**src/rtl/srx_pkg.sv**
```systemverilog
// Shared types for the serial receiver: one stored entry holds a byte and its three error tags.
package srx_pkg;

    typedef struct packed {
        logic [7:0] data;
        logic       perr;
        logic       ferr;
        logic       brk;
    } srx_entry_t;

    typedef enum logic [2:0] {
        RX_IDLE,
        RX_START,
        RX_DATA,
        RX_PAR,
        RX_STOP
    } srx_state_t;

endpackage

```
**src/rtl/srx_sync.sv**
```systemverilog
// Line synchronizer: brings the asynchronous serial input into the clock domain.
// Assumes the line idles high; every stage resets to 1 so no false start follows reset.
module srx_sync #(
    parameter int STAGES = 2
) (
    input  logic clk,
    input  logic rst_n,
    input  logic din,
    output logic dout
);
    logic [STAGES-1:0] chain;

    // Shift the input through STAGES flops.
    always_ff @(posedge clk) begin
        if (!rst_n) chain <= '1;
        else        chain <= {chain[STAGES-2:0], din};
    end

    assign dout = chain[STAGES-1];
endmodule

```
**src/rtl/srx_deframer.sv**
```systemverilog
// Character deframer: finds a start edge, confirms it at tick 8, then samples each bit
// every 16 ticks. It emits a one-cycle pulse carrying the aligned byte and its error tags.
// Assumes the format inputs stay stable while a frame is in flight.
module srx_deframer
    import srx_pkg::*;
(
    input  logic       clk,
    input  logic       rst_n,
    input  logic       tick16,
    input  logic       rx,
    input  logic [1:0] data_bits,
    input  logic       parity_en,
    input  logic       parity_even,
    output logic       char_valid,
    output srx_entry_t char_out
);
    srx_state_t state;
    logic [3:0] cnt;
    logic [2:0] bitn;
    logic [7:0] shreg;
    logic       pbit;
    logic       armed;
    logic       all_low;

    logic [7:0] aligned;
    logic       par_bad;
    logic       is_brk;

    // Right-align the shifted-in bits and form the tags for the character being closed.
    always_comb begin
        aligned = shreg >> (3'd3 - {1'b0, data_bits});
        par_bad = parity_en & ((^aligned) ^ pbit ^ ~parity_even);
        is_brk  = all_low & ~rx;
    end

    // Frame state machine, advanced only on oversampling ticks.
    always_ff @(posedge clk) begin
        if (!rst_n) begin
            state      <= RX_IDLE;
            cnt        <= '0;
            bitn       <= '0;
            shreg      <= '0;
            pbit       <= 1'b0;
            armed      <= 1'b0;
            all_low    <= 1'b0;
            char_valid <= 1'b0;
            char_out   <= '0;
        end else begin
            char_valid <= 1'b0;
            if (tick16) begin
                case (state)
                    RX_IDLE: begin
                        if (armed && !rx) begin
                            state <= RX_START;
                            cnt   <= '0;
                            armed <= 1'b0;
                        end else begin
                            armed <= rx;
                        end
                    end
                    RX_START: begin
                        if (cnt == 4'd7) begin
                            cnt <= '0;
                            if (!rx) begin
                                state   <= RX_DATA;
                                bitn    <= '0;
                                all_low <= 1'b1;
                            end else begin
                                state <= RX_IDLE;
                            end
                        end else begin
                            cnt <= cnt + 4'd1;
                        end
                    end
                    RX_DATA: begin
                        if (cnt == 4'd15) begin
                            cnt     <= '0;
                            shreg   <= {rx, shreg[7:1]};
                            all_low <= all_low & ~rx;
                            bitn    <= bitn + 3'd1;
                            if (bitn == 3'd4 + {1'b0, data_bits})
                                state <= parity_en ? RX_PAR : RX_STOP;
                        end else begin
                            cnt <= cnt + 4'd1;
                        end
                    end
                    RX_PAR: begin
                        if (cnt == 4'd15) begin
                            cnt     <= '0;
                            pbit    <= rx;
                            all_low <= all_low & ~rx;
                            state   <= RX_STOP;
                        end else begin
                            cnt <= cnt + 4'd1;
                        end
                    end
                    RX_STOP: begin
                        if (cnt == 4'd15) begin
                            cnt            <= '0;
                            char_valid     <= 1'b1;
                            char_out.data  <= is_brk ? 8'h00 : aligned;
                            char_out.perr  <= is_brk ? 1'b0 : par_bad;
                            char_out.ferr  <= ~rx;
                            char_out.brk   <= is_brk;
                            state          <= RX_IDLE;
                            armed          <= 1'b0;
                        end else begin
                            cnt <= cnt + 4'd1;
                        end
                    end
                    default: state <= RX_IDLE;
                endcase
            end
        end
    end

    // a start edge found high at tick 8 is dropped.
    assert_glitch_drop_R2: assert property (@(posedge clk) disable iff (!rst_n)
        (state == RX_START && tick16 && cnt == 4'd7 && rx) |=> (state == RX_IDLE && !char_valid));

    // a break entry carries zero data and a framing error.
    assert_break_zero_R6: assert property (@(posedge clk) disable iff (!rst_n)
        (char_valid && char_out.brk) |-> (char_out.data == 8'h00 && char_out.ferr));

    // each character completion is a single-cycle pulse.
    assert_single_pulse_R3: assert property (@(posedge clk) disable iff (!rst_n)
        char_valid |=> !char_valid);
endmodule

```
**src/rtl/srx_store.sv**
```systemverilog
// Entry store: a ring of DEPTH tagged entries whose usable capacity is 1 in character mode
// and DEPTH in FIFO mode. It keeps the sticky overrun flag and empties on any mode change.
module srx_store
    import srx_pkg::*;
#(
    parameter int DEPTH = 16
) (
    input  logic       clk,
    input  logic       rst_n,
    input  logic       fifo_mode,
    input  logic       push,
    input  srx_entry_t push_entry,
    input  logic       rd_en,
    input  logic       status_rd,
    output logic       data_ready,
    output srx_entry_t head,
    output logic       overrun
);
    localparam int AW = (DEPTH > 1) ? $clog2(DEPTH) : 1;
    localparam int CW = AW + 1;

    srx_entry_t      mem [DEPTH];
    logic [AW-1:0]   wr_ptr;
    logic [AW-1:0]   rd_ptr;
    logic [CW-1:0]   count;
    logic            mode_q;
    logic [CW-1:0]   cap;
    logic            full;
    logic            do_push;
    logic            do_pop;
    logic            mode_chg;

    // Derive capacity, fullness and the accepted operations of this cycle.
    always_comb begin
        cap      = fifo_mode ? CW'(DEPTH) : CW'(1);
        full     = (count >= cap);
        mode_chg = (fifo_mode != mode_q);
        do_push  = push && !full && !mode_chg;
        do_pop   = rd_en && (count != '0) && !mode_chg;
    end

    // Write accepted entries into the ring.
    always_ff @(posedge clk) begin
        if (do_push) mem[wr_ptr] <= push_entry;
    end

    // Pointer, occupancy and mode tracking; a mode change flushes everything.
    always_ff @(posedge clk) begin
        if (!rst_n) begin
            wr_ptr <= '0;
            rd_ptr <= '0;
            count  <= '0;
            mode_q <= 1'b0;
        end else begin
            mode_q <= fifo_mode;
            if (mode_chg) begin
                wr_ptr <= '0;
                rd_ptr <= '0;
                count  <= '0;
            end else begin
                if (do_push)
                    wr_ptr <= (wr_ptr == AW'(DEPTH - 1)) ? '0 : wr_ptr + AW'(1);
                if (do_pop)
                    rd_ptr <= (rd_ptr == AW'(DEPTH - 1)) ? '0 : rd_ptr + AW'(1);
                if (do_push && !do_pop)      count <= count + CW'(1);
                else if (do_pop && !do_push) count <= count - CW'(1);
            end
        end
    end

    // Sticky overrun: set by a refused character, cleared by a status read.
    always_ff @(posedge clk) begin
        if (!rst_n)                 overrun <= 1'b0;
        else if (push && full)      overrun <= 1'b1;
        else if (status_rd)         overrun <= 1'b0;
    end

    // Present the head entry, zeroed when nothing is stored.
    always_comb begin
        data_ready = (count != '0);
        head       = data_ready ? mem[rd_ptr] : '0;
    end

    // occupancy never exceeds the capacity of the mode that filled it.
    assert_count_in_cap_R8: assert property (@(posedge clk) disable iff (!rst_n)
        (count <= CW'(DEPTH)) && (!mode_q -> count <= CW'(1)));

    // overrun holds until a status read.
    assert_overrun_sticky_R9: assert property (@(posedge clk) disable iff (!rst_n)
        (overrun && !status_rd) |=> overrun);

    // a read while empty leaves the store empty unless a character arrives.
    assert_empty_read_R11: assert property (@(posedge clk) disable iff (!rst_n)
        (!data_ready && rd_en && !push) |=> !data_ready);

    // a mode change leaves the store empty on the next cycle.
    assert_flush_on_mode_R10: assert property (@(posedge clk) disable iff (!rst_n)
        (fifo_mode != mode_q) |=> !data_ready);
endmodule

```
**src/rtl/srx_tagged.sv**
```systemverilog
// Top of the serial receiver: synchronizer, deframer and tagged entry store.
// Assumes tick16 is a one-cycle enable at 16x the bit rate from an external divisor.
module srx_tagged
    import srx_pkg::*;
#(
    parameter int DEPTH       = 16,
    parameter int SYNC_STAGES = 2
) (
    input  logic       clk,
    input  logic       rst_n,
    input  logic       tick16,
    input  logic       rx_line,
    input  logic [1:0] data_bits,
    input  logic       parity_en,
    input  logic       parity_even,
    input  logic       fifo_mode,
    input  logic       rd_en,
    input  logic       status_rd,
    output logic       data_ready,
    output logic [7:0] head_data,
    output logic       head_perr,
    output logic       head_ferr,
    output logic       head_brk,
    output logic       overrun
);
    logic       rx_s;
    logic       char_valid;
    srx_entry_t char_ent;
    srx_entry_t head;

    srx_sync #(.STAGES(SYNC_STAGES)) i_sync (
        .clk  (clk),
        .rst_n(rst_n),
        .din  (rx_line),
        .dout (rx_s)
    );

    srx_deframer i_deframer (
        .clk        (clk),
        .rst_n      (rst_n),
        .tick16     (tick16),
        .rx         (rx_s),
        .data_bits  (data_bits),
        .parity_en  (parity_en),
        .parity_even(parity_even),
        .char_valid (char_valid),
        .char_out   (char_ent)
    );

    srx_store #(.DEPTH(DEPTH)) i_store (
        .clk       (clk),
        .rst_n     (rst_n),
        .fifo_mode (fifo_mode),
        .push      (char_valid),
        .push_entry(char_ent),
        .rd_en     (rd_en),
        .status_rd (status_rd),
        .data_ready(data_ready),
        .head      (head),
        .overrun   (overrun)
    );

    // Unpack the head entry onto the output pins.
    always_comb begin
        head_data = head.data;
        head_perr = head.perr;
        head_ferr = head.ferr;
        head_brk  = head.brk;
    end

    // the cycle after reset shows nothing stored and no overrun.
    assert_reset_clean_R1: assert property (@(posedge clk)
        !$past(rst_n) |-> (!data_ready && !overrun));
endmodule

```
**config.mk**
```make
export PLATFORM = sky130hd
export DESIGN_NAME = srx_tagged
export DESIGN_NICKNAME = d
export VERILOG_FILES = /design/src/rtl/srx_pkg.sv /design/src/rtl/srx_sync.sv /design/src/rtl/srx_deframer.sv /design/src/rtl/srx_store.sv /design/src/rtl/srx_tagged.sv
export SDC_FILE = /design/constraint.sdc
export NUM_CORES = 1
export LEC_CHECK = 0
export BUFFER_PORTS_ARGS = -buffer_cell sky130_fd_sc_hd__buf_2
export CORE_UTILIZATION = 52
export CTS_CLUSTER_DIAMETER = 40
export DETAILED_ROUTE_END_ITERATION = 16
export GPL_TIMING_DRIVEN = 0
export PLACE_DENSITY = 0.78
export RECOVER_POWER = 100
export SETUP_SLACK_MARGIN = 0.15
export SLEW_MARGIN = 20
export SYNTH_ARGS = -nofsm -noshare
export SYNTH_HDL_FRONTEND = slang
export SYNTH_HIERARCHICAL = 1
export SYNTH_SLANG_ARGS = --single-unit
```
**constraint.sdc**
```tcl
create_clock -name clk -period 4.3 [get_ports clk]
set_input_delay 0.645 -clock clk [delete_from_list [all_inputs] [get_ports clk]]
set_output_delay 0.645 -clock clk [all_outputs]
set_load 0.01 [all_outputs]
```
==> flow_summary.ini <==
[status]
status = complete, no violations

[timing]
fmax_mhz = 264.7
final.setup_skew_ns = 0.01719
fin_tns_setup_ns = 0
holdWs_ns = 0.3019
post-route-min-period_ns = 3.779
setup_viol = 0
worst_pin_slew_ns = 1.431
period_share_pct = 87.87
setup_slack_ns = 0.5215
slew_headroom_pct = 3.413
rsz0062_at_grt = no
finalHoldViolations = 0
maxSlewViolCount = 0

[synth]
ys_seq_area_share_pct = 66.37
yosysUniqueCellTypes = 59
syn_inst = 603
ys_seq_elements = 230
ys_warn_count = 6
yosys.area_share.simple_pct = 7.070
synth.cell_area_um2 = 9592
synth-main-ff-cell = edfxtp_1
syn-num-nets = 628
synth_top_family_by_area = multiplexers
async_reset_ff_share_pct = 0
synth.area.mux_share_pct = 15.28
synth_edf_count = 176
syn_area_per_cell_um2 = 15.91
synthAdderAreaFrac_pct = 1.905
synth_compound_area_share_pct = 5.700
synth_xor_area_share_pct = 1.422

[floorplanning]
start_util_pct = 53.21
design.die.area_um2 = 18990
rows = 49
die-height_um = 137.8
die_x_um = 137.8
io_pins = 24
fp.coreArea_um2 = 18020

[clock_network]
cts.repair.resized = 0
htree_levels = 1
ctsHoldBuffers = 0
cts_tree = yes
clkTransAtPathRegs_ns = 0.06
numCtsBuffers = 30
cts_sinks = 230
clk_latency_ns = 0.53
cts_buffer_depth = 3
root_buffer = clkbuf_16
cts_setup_buffers = 0

[global_routing]
grt.total_usage_pct = 21.47
grt-ovfl-total = 0
grt_pass1_vias = 5704
antenna_found_initial = 0
grt_pass1_wl_mm = 30.67
grt_max_degree = 18

[setup_path]
slowest_stage = clkbuf_1
startpoint_type = flop
cp.arrival_ns = 3.13
crit_top_cell = clkbuf_1
crit_type = flop to primary output
crit_chain = clkbuf_1, clkbuf_1, clkbuf_1, mux2i_1, a21oi_1, clkbuf_1
end_kind = primary output
cp_max_fo = 10
critPathMaxStageDelay_ns = 0.75
crit_required_ns = 3.65

[power_and_ir_drop]
p_sw_mw = 1.024
power_frac_comb_pct = 0.8
p_leak_nw = 3.720
seqPwrFrac_pct = 48.5
power.internal_mw = 3.851
power_frac_clock_pct = 50.7
vdd_drop_max_uv = 381.1
p_sw_share_pct = 21.01
power_density_nw_per_um2 = 445.6

[cells_and_area]
final_layout_size_suffix_gt1_share_pct = 19.79
finalInstanceArea_um2 = 10940
syn2layout_area_growth_pct = 14.05
n_antenna_cell = 0
nets = 683
fill_cells = 1315

[route]
num_vias = 5520
vias_per_cell = 6.059
dr.pass1.iters = 5
drt_wl_total_mm = 19.18
route.detailed.drc = 0
postRouteAntennaNets = 0
drt-initial-drc-count = 454
wl_per_cell_um = 21.05

[run]
drv_cap = 0

[placed_design]
io_buffers = 23
dpl-instance-area_um2 = 9993
dp_hpwl_mm = 12.14
post-place-ws_ns = 0.5217
place.gp.congestion = 0.8448

[hold_path]
worst_hold_path_type = input pin to flop
-- sequential cells by signal (all words and copies together), names as in the netlist, 2 cells and up, named ones only --
signal,flops
i_deframer/shreg,8
i_deframer/char_out,11
i_store/wr_ptr,4
i_deframer/bitn,3
i_store/rd_ptr,4
i_deframer/cnt,4
i_deframer/state,3
i_sync/chain,2
i_store/mem,176
i_store/count,5
-- metal layers --
| layer | track usage [%] | wire length [um] | vias to the layer above |
|---|---|---|---|
| met5 | 0 | 0 | - |
| met4 | 7.307 | 436 | 0 |
| met3 | 3.790 | 1088 | 35 |
| met2 | 36.68 | 9799 | 193 |
| met1 | 27.71 | 7855 | 2808 |
| li1 | - | - | 2484 |
-- power by group through the flow --
| stage | Combinational, mW | Sequential, mW | Clock, mW |
|---|---|---|---|
| 6_report | 0.0414 | 2.36 | 2.47 |
| 5_1_grt | 0.0459 | 2.36 | 2.59 |
| 4_1_cts | 0.0440 | 2.36 | 2.51 |
| 3_5_place_dp | 0.0433 | 2.41 | 0 |
| 3_3_place_gp | 0.0420 | 2.41 | 0 |
| 2_1_floorplan | 0.0283 | 2.41 | 0 |
-- cells in the mapped netlist, drive strengths merged, types with 5 or more instances --
| library cell | number | area share [%] |
|---|---|---|
| nand3 | 12 | 0.63 |
| mux2i | 26 | 2.7 |
| ha | 13 | 1.7 |
| dfxtp | 54 | 11 |
| xnor2 | 10 | 0.91 |
| or3 | 7 | 0.51 |
| buf | 16 | 1.0 |
| a21oi | 36 | 1.9 |
| nand4 | 5 | 0.33 |
| nor2 | 39 | 1.6 |
| and3 | 12 | 0.78 |
| nand2b | 5 | 0.33 |
| a22oi | 6 | 0.47 |
| nor2b | 6 | 0.39 |
| clkbuf | 15 | 0.59 |
| mux2 | 11 | 1.3 |
| inv | 16 | 0.63 |
| mux4 | 48 | 11 |
| o21ai | 22 | 1.1 |
| edfxtp | 176 | 55 |
| nand2 | 16 | 0.63 |
-- path summary, 6_finish.rpt --
path / start / end / slack (ns) / cells after the start
worst max-delay path: flop / head_data[1] / 0.52 / 6
worst min-delay path: rx_line / i_sync/chain[0] / 0.30 / 2
worst max register to register: i_store/count[0] / i_store/count[3] / 0.63 / 13
worst min register to register: i_sync/chain[0] / i_sync/chain[1] / 0.41 / 1
-- area by class of cell --
type                    instances  area, um^2  share of cell area [%]
multi-input cells             326        2969                   27.14
repair buffers                 23       98.84                  0.9036
clock buffers                  33       783.3                   7.160
plain buffers                  31       138.9                   1.270
inverters                      16       60.06                  0.5490
flip-flops and latches        230        6366                   58.20
clock inverters                23       236.5                   2.162
well taps                     229       286.5                   2.619
-- per-stage QoR --
step	utilization (%)	total power, mW	std cells
final	60.69	4.875	911
after global routing	60.69	4.996	911
after CTS	61.10	4.912	911
after detailed placement	55.44	2.452	855
after global placement	55.44	2.451	855
after floorplan	-	2.437	603
-- cell families after synthesis --
group | Yosys count
flip-flops | 230
AND/OR/NAND/NOR | 127
AO/OA/AOI/OAI | 86
multiplexers | 85
buffers and inverters | 47
XOR/XNOR | 14
adder cells (fa/ha/maj) | 14
-- cells in the final DEF, fill, tap and decap left out, drive strengths merged, types with 13 or more instances in the layout --
master and count:
nand2 16, ha 13, mux2i 26, a21oi 36
clkbuf 66, mux4 48, nor2 39, inv 26
edfxtp 176, o21ai 22, buf 21, dfxtp 54
-- worst max-delay path: cells and delay by family (launching register included) --
kind,cells,cell delay (ns)
flops,1,0.30
mux,1,0.19
buf+inv,4,1.82
compound gates,1,0.29
(Power assumes the default switching activity.)
